File: config.mk
export PLATFORM = sky130hd
export DESIGN_NAME = fenv_store_seq
export DESIGN_NICKNAME = d
export VERILOG_FILES = /design/src/rtl/fenv_pkg.sv /design/src/rtl/fenv_pend_chk.sv /design/src/rtl/fenv_slot_gen.sv /design/src/rtl/fenv_ctrl_fsm.sv /design/src/rtl/fenv_store_seq.sv
export SDC_FILE = /design/constraint.sdc
export NUM_CORES = 1
export LEC_CHECK = 0
export BUFFER_PORTS_ARGS = -buffer_cell sky130_fd_sc_hd__buf_2
export CORE_MARGIN = 2
export CORE_UTILIZATION = 47
export CTS_CLUSTER_DIAMETER = 100
export DETAILED_ROUTE_END_ITERATION = 7
export PLACE_DENSITY = 0.75
export SLEW_MARGIN = 20
export SYNTH_ARGS = -nofsm -noshare
export SYNTH_HDL_FRONTEND = slang
export SYNTH_HIERARCHICAL = 1
export SYNTH_SLANG_ARGS = --single-unit
File: constraint.sdc
create_clock -name clk -period 4.6 [get_ports clk]
set_clock_uncertainty 0.2 [all_clocks]
set_input_delay 0.46 -clock clk [delete_from_list [all_inputs] [get_ports clk]]
set_output_delay 0.46 -clock clk [all_outputs]
set_load 0.1 [all_outputs]
File: src/rtl/fenv_pkg.sv
package fenv_pkg;

    localparam int HALF_W = 16;

    typedef enum logic [1:0] {
        ST_IDLE     = 2'd0,
        ST_ERR_HOLD = 2'd1,
        ST_EMIT     = 2'd2,
        ST_MASK     = 2'd3
    } fenv_state_e;

    typedef struct packed {
        logic [HALF_W-1:0] ctrl;
        logic [HALF_W-1:0] stat;
        logic [HALF_W-1:0] tag;
    } fenv_words_t;

endpackage

File: src/rtl/fenv_pend_chk.sv
module fenv_pend_chk #(
    parameter int MASK_W = 6
) (
    input  logic [fenv_pkg::HALF_W-1:0] ctrl,
    input  logic [fenv_pkg::HALF_W-1:0] stat,
    output logic                        pend
);

    logic [MASK_W-1:0] open_bits;

    // An exception counts only if its flag is raised and its mask is clear
    for (genvar g = 0; g < MASK_W; g++) begin : g_bit
        assign open_bits[g] = stat[g] & ~ctrl[g];
    end

    assign pend = |open_bits;

endmodule

File: src/rtl/fenv_slot_gen.sv
module fenv_slot_gen #(
    parameter int ADDR_W = 32,
    parameter int IDX_W  = 4
) (
    input  logic [ADDR_W-1:0]           base,
    input  logic [IDX_W-1:0]            idx,
    input  logic                        wide,
    input  fenv_pkg::fenv_words_t       words,
    output logic [ADDR_W-1:0]           addr,
    output logic [fenv_pkg::HALF_W-1:0] data
);

    // Slot positions in halfwords for each image size
    localparam int NARROW_STEP = 1;
    localparam int WIDE_STEP   = 2;

    logic [IDX_W-1:0] step;

    assign step = wide ? IDX_W'(WIDE_STEP) : IDX_W'(NARROW_STEP);
    assign addr = base + ADDR_W'({idx, 1'b0});

    always_comb begin
        data = '0;
        if (idx == '0) begin
            data = words.ctrl;
        end else if (idx == step) begin
            data = words.stat;
        end else if (idx == IDX_W'(2 * step)) begin
            data = words.tag;
        end
    end

endmodule

File: src/rtl/fenv_ctrl_fsm.sv
module fenv_ctrl_fsm #(
    parameter int NARROW_BEATS = 7,
    parameter int WIDE_BEATS   = 14,
    parameter int IDX_W        = 4
) (
    input  logic             clk,
    input  logic             rst_n,
    input  logic             cmd_valid,
    input  logic             cmd_wait,
    input  logic             pend,
    input  logic             wide_q,
    input  logic             err_clr,
    input  logic             mem_ready,
    output logic             accept,
    output logic [IDX_W-1:0] idx,
    output logic             busy,
    output logic             err_req,
    output logic             mem_valid,
    output logic             upd_valid
);
    import fenv_pkg::*;

    localparam logic [IDX_W-1:0] LAST_N = IDX_W'(NARROW_BEATS - 1);
    localparam logic [IDX_W-1:0] LAST_W = IDX_W'(WIDE_BEATS - 1);

    fenv_state_e state_q, state_d;
    logic        fire;
    logic        last;

    assign fire = (state_q == ST_EMIT) && mem_ready;
    assign last = idx == (wide_q ? LAST_W : LAST_N);

    // State register
    always_ff @(posedge clk) begin
        if (!rst_n) begin
            state_q <= ST_IDLE;
        end else begin
            state_q <= state_d;
        end
    end

    // Beat index
    always_ff @(posedge clk) begin
        if (!rst_n) begin
            idx <= '0;
        end else if (accept) begin
            idx <= '0;
        end else if (fire) begin
            idx <= idx + IDX_W'(1);
        end
    end

    // Next-state logic
    always_comb begin
        state_d = state_q;
        unique case (state_q)
            ST_IDLE: begin
                if (cmd_valid) begin
                    state_d = (cmd_wait && pend) ? ST_ERR_HOLD : ST_EMIT;
                end
            end
            ST_ERR_HOLD: begin
                if (err_clr) begin
                    state_d = ST_EMIT;
                end
            end
            ST_EMIT: begin
                if (fire && last) begin
                    state_d = ST_MASK;
                end
            end
            ST_MASK: begin
                state_d = ST_IDLE;
            end
            default: state_d = ST_IDLE;
        endcase
    end

    // Outputs
    always_comb begin
        accept    = 1'b0;
        busy      = 1'b1;
        err_req   = 1'b0;
        mem_valid = 1'b0;
        upd_valid = 1'b0;
        unique case (state_q)
            ST_IDLE: begin
                busy   = 1'b0;
                accept = cmd_valid;
            end
            ST_ERR_HOLD: err_req   = 1'b1;
            ST_EMIT:     mem_valid = 1'b1;
            ST_MASK:     upd_valid = 1'b1;
            default:     busy      = 1'b0;
        endcase
    end

endmodule

File: src/rtl/fenv_store_seq.sv
module fenv_store_seq #(
    parameter int ADDR_W       = 32,
    parameter int MASK_W       = 6,
    parameter int NARROW_BEATS = 7,
    parameter int WIDE_BEATS   = 14
) (
    input  logic              clk,
    input  logic              rst_n,
    input  logic              cmd_valid,
    input  logic              cmd_wait,
    input  logic              cmd_wide,
    input  logic [ADDR_W-1:0] cmd_base,
    input  logic [15:0]       cw_in,
    input  logic [15:0]       sw_in,
    input  logic [15:0]       tw_in,
    input  logic              err_clr,
    input  logic              mem_ready,
    output logic              busy,
    output logic              err_req,
    output logic              mem_valid,
    output logic [ADDR_W-1:0] mem_addr,
    output logic [15:0]       mem_data,
    output logic              cw_upd_valid,
    output logic [15:0]       cw_upd_word
);
    import fenv_pkg::*;

    localparam int IDX_W = $clog2(WIDE_BEATS);

    fenv_words_t       words_q;
    logic [ADDR_W-1:0] base_q;
    logic              wide_q;
    logic              accept;
    logic              pend;
    logic [IDX_W-1:0]  idx;

    // Snapshot of the command and the unit's words at acceptance
    always_ff @(posedge clk) begin
        if (!rst_n) begin
            words_q <= '0;
            base_q  <= '0;
            wide_q  <= 1'b0;
        end else if (accept) begin
            words_q <= '{ctrl: cw_in, stat: sw_in, tag: tw_in};
            base_q  <= cmd_base;
            wide_q  <= cmd_wide;
        end
    end

    fenv_pend_chk #(.MASK_W(MASK_W)) u_pend (
        .ctrl (cw_in),
        .stat (sw_in),
        .pend (pend)
    );

    fenv_ctrl_fsm #(
        .NARROW_BEATS (NARROW_BEATS),
        .WIDE_BEATS   (WIDE_BEATS),
        .IDX_W        (IDX_W)
    ) u_fsm (
        .clk       (clk),
        .rst_n     (rst_n),
        .cmd_valid (cmd_valid),
        .cmd_wait  (cmd_wait),
        .pend      (pend),
        .wide_q    (wide_q),
        .err_clr   (err_clr),
        .mem_ready (mem_ready),
        .accept    (accept),
        .idx       (idx),
        .busy      (busy),
        .err_req   (err_req),
        .mem_valid (mem_valid),
        .upd_valid (cw_upd_valid)
    );

    fenv_slot_gen #(.ADDR_W(ADDR_W), .IDX_W(IDX_W)) u_slot (
        .base  (base_q),
        .idx   (idx),
        .wide  (wide_q),
        .words (words_q),
        .addr  (mem_addr),
        .data  (mem_data)
    );

    assign cw_upd_word = {words_q.ctrl[HALF_W-1:MASK_W],
                          words_q.ctrl[MASK_W-1:0] | {MASK_W{1'b1}}};

endmodule

# --- After elaboration in Yosys (flattened, before gate mapping) ---
# Cells that the tools add are included.
classes:
  muxes: 15
  bitwise: 13
  n_addsub: 2
  reduce_logical: 8
  eq_ne: 9
ops:
  columns: ["operator", "n"]
  rows:
  - ["16-bit 2-to-1 mux", 3]
  - ["32-bit by 5-bit adder with 32-bit output", 1]
  - ["4-bit equality test", 3]
  - ["2-bit 2-to-1 mux", 5]
  - ["2-bit case mux with 4 select lines", 1]
  - ["1-bit NOT", 7]
  - ["1-bit bitwise AND", 6]
  - ["2-bit inequality test (second input constant)", 3]
  - ["6-bit OR reduction", 1]
  - ["1-bit 2-to-1 mux", 5]
  - ["4-bit by 1-bit adder with 4-bit output (second input constant)", 1]
  - ["2-bit equality test (second input constant)", 2]
  - ["4-bit logical NOT", 1]
  - ["4-bit 2-to-1 mux", 1]
  - ["1-bit logical AND", 3]
  - ["3-bit AND reduction", 1]
  - ["2-bit by 1-bit equality test with 1-bit output (second input constant)", 1]
  - ["2-bit logical NOT", 1]
  - ["2-bit OR reduction", 1]
word_totals:
  output_inout_bits: 68
  reg_bits: 87
  elab_cells: 54

# --- Logic depth before layout (Yosys ltp) ---
# Gate-level depths: netlist of run 1.
depth:
  depth_word: 7
  depth_mapped: 8

# --- Cells and area by module ---
# The synthesis of run 1 kept the hierarchy.
modules_own_cells:
  columns: ["mod", "area_each_um2", "cells_each", "seq_area_each_um2", "instances"]
  rows:
  - ["fenv_store_seq", 3229.3, 278, 1621.6, 1]
  - ["fenv_slot_gen", 1154.9, 158, 0.0, 1]
  - ["fenv_ctrl_fsm", 386.6, 45, 120.1, 1]
  - ["fenv_pend_chk", 47.5, 10, 0.0, 1]

# --- Worst setup path before layout of run 1 ---
# OpenSTA, ideal clock, no wires.
synth_timing:
  path_type: "flip-flop to output port"
  startpoint: "reg u_fsm.idx[0]"
  endpoint: "out mem_addr[31]"
  path_stages_with_launch: 8
  slack_ns: 0.682
  path_buffers: 1
  arrival_ns: 3.258
  cell_sequence: "dfxtp_1 > ha_1 > fa_1 > a211oi_1 > nor2_1 > clkbuf_1 > nand4_1 > xnor2_1"
synth_between:
  elab_chain_cells: 1
synth_rtl:
  columns: ["item", "line", "rtl"]
  rows:
  - ["from (decl)", "fenv_ctrl_fsm.sv:15", "output logic [IDX_W-1:0] idx,"]
  - ["from (signal assigned)", "fenv_ctrl_fsm.sv:49", "idx <= idx + IDX_W'(1);"]
  - ["32-bit by 5-bit adder with 32-bit output", "fenv_slot_gen.sv:20", "assign addr = base + ADDR_W'({idx, 1'b0});"]
  - ["to (decl)", "fenv_store_seq.sv:21", "output logic [ADDR_W-1:0] mem_addr,"]
# Every way passes these cells.

# --- Final worst setup path of run 1 ---
layout_timing:
  startpoint: "reg u_fsm.idx[0]"
  endpoint: "out mem_addr[29]"
# The elaborated chain is that of the path after synthesis.

==> results of run 1 <==
layout by cell type, fill, tap and decap left out, types with 2 or more instances in the layout:
cell type / count
nor2b_1: 82
nor2_1: 24
a211oi_4: 2
a21oi_1: 9
o21ai_0: 3
ha_1: 10
inv_1: 15
conb_1: 6
dfxtp_1: 87
a22oi_1: 6
xor2_1: 5
buf_2: 148
nand4_1: 11
mux2i_1: 83
nand4b_1: 4
a22oi_2: 10
a211oi_1: 2
xnor2_1: 26
and3_1: 5
clkbuf_8: 10
or3b_4: 2
buf_4: 5
nand3_1: 17
nand3b_1: 2
nand2_1: 11
o22ai_1: 4
a21oi_2: 10
clkinv_4: 3
where the power goes:
| group | switching (mW) | total, mW | internal [mW] | leakage [nW] |
|---|---|---|---|---|
| Clock | 0.287 | 0.503 | 0.216 | 0.0901 |
| Combinational | 1.34 | 1.75 | 0.412 | 1.67 |
| Sequential | 0.126 | 1.02 | 0.891 | 0.715 |
sequential cells by signal (all words and copies together) (netlist names):
name and count:
words_q 38, wide_q 1, base_q 32, cw_upd_word 10, u_fsm/idx 4, u_fsm/state_q 2
worst max-delay path, delay by kind of cell, from the launching register on:
kind            cells  cell delay (ns)
simple gates        2             0.97
fa+ha+maj           2             0.52
xor+xnor            1             0.20
flops               1             0.59
compound gates      1             0.09
buf+inv             1             0.45
worst min path at each step:
stage	slack, ns	end	from
global route	0.14	cw_upd_word[6]$_SDFFE_PN0P_	cw_in[6]
CTS	0.12	words_q[30]$_SDFFE_PN0P_	sw_in[14]
global placement	0.28	u_fsm/state_q[1]$_SDFFE_PN0P_	u_fsm/state_q[1]$_SDFFE_PN0P_
finish	0.14	words_q[30]$_SDFFE_PN0P_	sw_in[14]
floorplan	0.27	u_fsm/state_q[1]$_SDFFE_PN0P_	u_fsm/state_q[1]$_SDFFE_PN0P_
detailed placement	0.30	u_fsm/state_q[0]$_SDFFE_PN0P_	u_fsm/state_q[0]$_SDFFE_PN0P_
routing by layer:
| layer | up-vias | wire length, microns | share of wire, % |
|---|---|---|---|
| li1 | 1915 | - | - |
| met1 | 1777 | 4980 | 46 |
| met2 | 131 | 5120 | 47 |
| met3 | 14 | 593 | 5.4 |
| met4 | 0 | 201 | 1.8 |
| met5 | - | 0 | 0 |
area by class of cell:
class | instances | area, sq um
clock buffer | 11 | 141
clock inverter | 5 | 42.5
fill | 888 | 4240
inverter | 15 | 56.3
multi-input combinational | 349 | 2700
sequential | 87 | 1740
tap | 133 | 166
timing repair buffer | 153 | 778
per-stage QoR:
| stage | setup slack [ns] | hold slack (ns) | utilization, % | area [sq um] | total power, mW |
|---|---|---|---|---|---|
| floorplan | 0.682 | 0.268 | - | 4840 | 2.61 |
| global placement | 1.29 | 0.284 | 55.1 | 5430 | 2.77 |
| detailed placement | 1.19 | 0.301 | 55.1 | 5430 | 2.79 |
| CTS | 0.778 | 0.124 | 57.0 | 5620 | 3.30 |
| global route | 0.570 | 0.145 | 57.0 | 5630 | 3.42 |
| finish | 0.752 | 0.145 | 57.0 | 5630 | 3.27 |
kinds of logic (layout without fill, tap and decap cells):
logic type	count (synthesis)	after routing	synth area share [%]
buffers and inverters	60	184	8.54
adder cells (fa/ha/maj)	11	11	3.01
XOR/XNOR	31	31	5.63
flip-flops	87	87	36.1
AO/OA/AOI/OAI	50	50	8.88
other	1	6	0.0778
AND/OR/NAND/NOR	168	168	20.5
multiplexers	83	83	17.2
==> flow_metrics.env, run 1 <==
export IMPL_start_util_pct=48.8
export IMPL_synth_area_leaders="dfxtp_1, mux2i_1, nor2b_1"
export IMPL_slew_violations=0
export IMPL_hold_depth=3
export IMPL_crit_slowest_cell="nor2_1"
export IMPL_ios=155
export IMPL_cts_clk_slew_worst_paths_ns=0.09
export IMPL_dieArea_sq_um=11100
export IMPL_nNetsFinal=713
export IMPL_routed_wl_microns=10900
export IMPL_clock_latency_ns=0.36
export IMPL_diodes=0
export IMPL_relSlewSlack_pct=37.7
export IMPL_netlist_instances=491
export IMPL_area_delta_synth_final_pct=16.8
export IMPL_h_tree_depth=3
export IMPL_cts_tree="yes"
export IMPL_post_cts_resized=0
export IMPL_leakage_nw=2.48
export IMPL_avgSynthCellArea_sq_um=9.81
export IMPL_fin_crit_sh_pct=83.6
export IMPL_crit_path_end_kind="primary output"
export IMPL_die_h_microns=105
export IMPL_grt_pass1_vias=3572
export IMPL_powerDensity_nw_per_um2=582
export IMPL_viasPerCell=5.10
export IMPL_core_area_sq_um=9860
export IMPL_finalSetupTns_ns=0
export IMPL_rsz0062_at_grt="no"
export IMPL_timing_max_cap_violations=0
export IMPL_hpwl_microns=7920
export IMPL_worstPathArrival_ns=3.19
export IMPL_avgRoutedWirePerCell_microns=14.5
export IMPL_endpoint="mem_addr[29]"
export IMPL_gp_congestion=0.910
export IMPL_drive_gt1_share_pct=31.5
export IMPL_die_w_microns=105
export IMPL_drt_iter0_drc=194
export IMPL_yosysTopAreaCell="dfxtp_1"
export IMPL_outcome="finished clean"
export IMPL_grt_overflow=0
export IMPL_vias=3837
export IMPL_crit_fanout=14
export IMPL_use_met3_pct=4.21
export IMPL_ctsHoldBuffers=0
export IMPL_io_buffers=148
export IMPL_drtAntennaViolNets=0
export IMPL_cts_inserted_buffers=9
export IMPL_finalNonFillerCells=753
export IMPL_synth_top_area_share_pct=36.1
export IMPL_period_needed_ns=3.85
export IMPL_cts_root_buf="clkbuf_8"
export IMPL_r2r_slack_ns=2.54
export IMPL_r2r_cells=7
export IMPL_max_freq_mhz=260
export IMPL_synth_edf_count=0
export IMPL_crit_type="reg -> out"
export IMPL_use_met1_pct=24.7
export IMPL_std_cell_rows=36
export IMPL_drc_errors=0
export IMPL_rr_endpoint="cw_upd_word[8]$_SDFFE_PN0P_"
export IMPL_hold_path_class="in -> reg"
export IMPL_rr_startpoint="u_fsm/state_q[0]$_SDFFE_PN0P_"
export IMPL_peakVddDrop_mv=0.441
export IMPL_drt_pass1_iterations=4
export IMPL_synthArstFlopShare_pct=0
export IMPL_finalHoldViolations=0
export IMPL_yosysMostFrequentCell="dfxtp_1"
export IMPL_cts_sinks=87
export IMPL_cts_setup_buffers=0
export IMPL_synth_distinct_cells=43
export IMPL_grt_max_degree=87
export IMPL_grt_pass1_wl_microns=17100
export IMPL_cp_slowest_stage_delay_ns=0.72
export IMPL_crit_chain="ha_1, fa_1, a211oi_1, nor2_1, nand4_1, xnor2_1, buf_2"
export IMPL_met2_usage_pct=31.1
export IMPL_top_usage_layer="met2"
export IMPL_synthFlopType="dfxtp_1"
export IMPL_setup_viol_count_final=0
export IMPL_grt_usage_pct=19.2
export IMPL_critPathLaunch="u_fsm/idx[0]$_SDFFE_PP0P_"
export IMPL_yosysSeqAreaShare_pct=36.1
export IMPL_crit_path_start_kind="flop"
export IMPL_dp_cells=737
export IMPL_clk_path_buf_depth=2
export IMPL_synth_seq_cells=87
export IMPL_antenna_found_initial=0
export IMPL_synthTopCellsByCount="dfxtp_1, mux2i_1, nor2b_1"
export IMPL_ys_warn_count=6
export IMPL_required_ns=3.94
export IMPL_netlist_area_sq_um=4820
export IMPL_max_slew_worst_pin_slew_ns=0.931
Note: power is estimated with default switching activity, not from simulation.
==> run 2: changes to the inputs <==
- CORE_UTILIZATION: 47 -> 46
- PLACE_DENSITY: 0.75 -> 0.76
- clock period: 4.6 -> 3.3 ns (I/O delays scaled with it)
==> run 2 against run 1 <==
Compared with the run above: wire length grew 9.6%; worst hold slack lost 0.13 ns; utilization is 7.4 points higher; sequential cell count unchanged; first-iteration DRC count shrank 26%; largest cell class unchanged; clock power grew 48%; largest power group unchanged; global-route usage increased by 2.1 points; final area rose by 17%; sequential share of layout area decreased by 4.5 points; register-to-register slack worse by 1.4 ns; via count increased by 2.7%; die area is 2.1% higher.
==> flow_metrics.env, run 2 (synthesis results as in run 1) <==
export IMPL_grt_max_degree=82
export IMPL_slew_violations=0
export IMPL_hold_start="cmd_base[7]"
export IMPL_required_ns=2.77
export IMPL_layout_common_cells="buf_2, dfxtp_1, mux2i_1"
export IMPL_period_needed_ns=3.04
export IMPL_cts_root_buf="clkbuf_8"
export IMPL_regMostFlops="words_q"
export IMPL_cts_setup_buffers=0
export IMPL_finalHoldViolations=0
export IMPL_r2r_slack_ns=1.19
export IMPL_vias=3940
export IMPL_cts_sinks=87
export IMPL_finalNonFillerCells=767
export IMPL_crit_fanout=14
export IMPL_nNetsFinal=724
export IMPL_leakage_nw=2.87
export IMPL_finalSetupTns_ns=0
export IMPL_h_tree_depth=3
export IMPL_routed_wl_microns=11900
export IMPL_fillers=839
export IMPL_die_h_microns=106
export IMPL_gp_congestion=0.855
export IMPL_cts_tree="yes"
export IMPL_grt_overflow=0
export IMPL_die_w_microns=106
export IMPL_drtAntennaViolNets=0
export IMPL_io_buffers=148
export IMPL_viasPerCell=5.14
export IMPL_core_area_sq_um=10200
export IMPL_cts_clk_slew_worst_paths_ns=0.10
export IMPL_dieArea_sq_um=11300
export IMPL_fin_crit_sh_pct=92.1
export IMPL_dp_cells=743
export IMPL_hpwl_microns=8890
export IMPL_rr_startpoint="u_fsm/state_q[0]$_SDFFE_PN0P_"
export IMPL_std_cell_rows=37
export IMPL_diodes=0
export IMPL_grt_pass1_wl_microns=19200
export IMPL_outcome="finished clean"
export IMPL_area_delta_synth_final_pct=36.8
export IMPL_drive_gt1_share_pct=36.9
export IMPL_fin_total_pwr_mw=5.15
export IMPL_crit_path_end_kind="primary output"
export IMPL_relSlewSlack_pct=53.8
export IMPL_rsz0062_at_grt="no"
export IMPL_clk_path_buf_depth=2
export IMPL_crit_path_start_kind="flop"
export IMPL_antenna_found_initial=0
export IMPL_cts_inserted_buffers=9
export IMPL_crit_type="reg -> out"
export IMPL_grt_usage_pct=21.3
export IMPL_drt_iter0_drc=143
export IMPL_clock_latency_ns=0.36
export IMPL_max_freq_mhz=329
export IMPL_timing_max_cap_violations=0
export IMPL_worstPathArrival_ns=2.51
export IMPL_start_util_pct=47.1
export IMPL_drc_errors=0
export IMPL_grt_pass1_vias=3880
export IMPL_largest_reg_flops=38
export IMPL_setup_viol_count_final=0
export IMPL_peakVddDrop_mv=0.553
export IMPL_critPathLaunch="u_fsm/idx[0]$_SDFFE_PP0P_"
export IMPL_final_common_cell="buf_2"
export IMPL_hold_path_class="in -> reg"
export IMPL_drt_pass1_iterations=4
export IMPL_max_slew_worst_pin_slew_ns=0.693
export IMPL_avgRoutedWirePerCell_microns=15.6
export IMPL_ios=155
export IMPL_powerDensity_nw_per_um2=781
==> run 2: changes by cell type in the layout (fill, tap and decap cells not counted), sizes merged <==
cell / before / now
buf: 153 / 156
clkinv: 3 / 1
clkbuf: 11 / 9
inv: 16 / 20
dlygate4sd3: 0 / 8
==> run 2: cell type report <==
class	count	area, sq um	area share, %
clock buffers	9	124	1.88
clock inverters	7	72.6	1.10
inverters	15	56.3	0.854
multi-input cells	349	2920	44.3
flip-flops and latches	87	1740	26.4
well taps	136	170	2.58
repair buffers	164	1510	22.9
==> run 2: final timing paths <==
| check | to | cells after the start |
|---|---|---|
| worst min-delay path | base_q[7]$_SDFFE_PN0P_ | 3 |
| worst max register to register | u_fsm/state_q[0]$_SDFFE_PN0P_ | 6 |
| worst min register to register | u_fsm/state_q[0]$_SDFFE_PN0P_ | 2 |
| worst max-delay path | mem_addr[5] | 6 |
==> run 2: routing by layer <==
metal	up-vias	GRT usage (%)	routed length (microns)
met2	120	36.8	6010
li1	1934	-	-
met4	0	6.20	159
met5	-	0	0
met3	13	5.21	577
met1	1873	26.2	5200
==> run 2: timing repair <==
item	CTS	global route
endpoints found under the hold margin	7	1
resized for setup	1	1
hold buffers	7	1
endpoints found under the setup margin	10	6
==> run 2: metrics by stage <==
| stage | cell area (sq um) | hold WS (ns) | setup WS (ns) | util, % |
|---|---|---|---|---|
| global route | 6590 | 0.0122 | 0.122 | 64.4 |
| global placement | 6310 | 0.280 | 0.476 | 61.7 |
| floorplan | 5060 | 0.268 | 0.0941 | - |
| detailed placement | 6310 | 0.301 | 0.335 | 61.7 |
| finish | 6590 | 0.0160 | 0.262 | 64.4 |
| CTS | 6580 | 0.00204 | 0.186 | 64.3 |
==> run 2: report_power, final <==
part	switching (mW)	internal, mW	total, mW
Sequential	0.189	1.24	1.43
Combinational	1.98	0.995	2.97
Clock	0.445	0.301	0.746
==> run 2: critical path, cell delays in order, from the launching register on <==
cell and delay (ns):
dfxtp_1 0.33, ha_1 0.22, fa_1 0.44, a211oi_1 0.43, nor2_4 0.17, nor2_2 0.13
buf_2 0.43
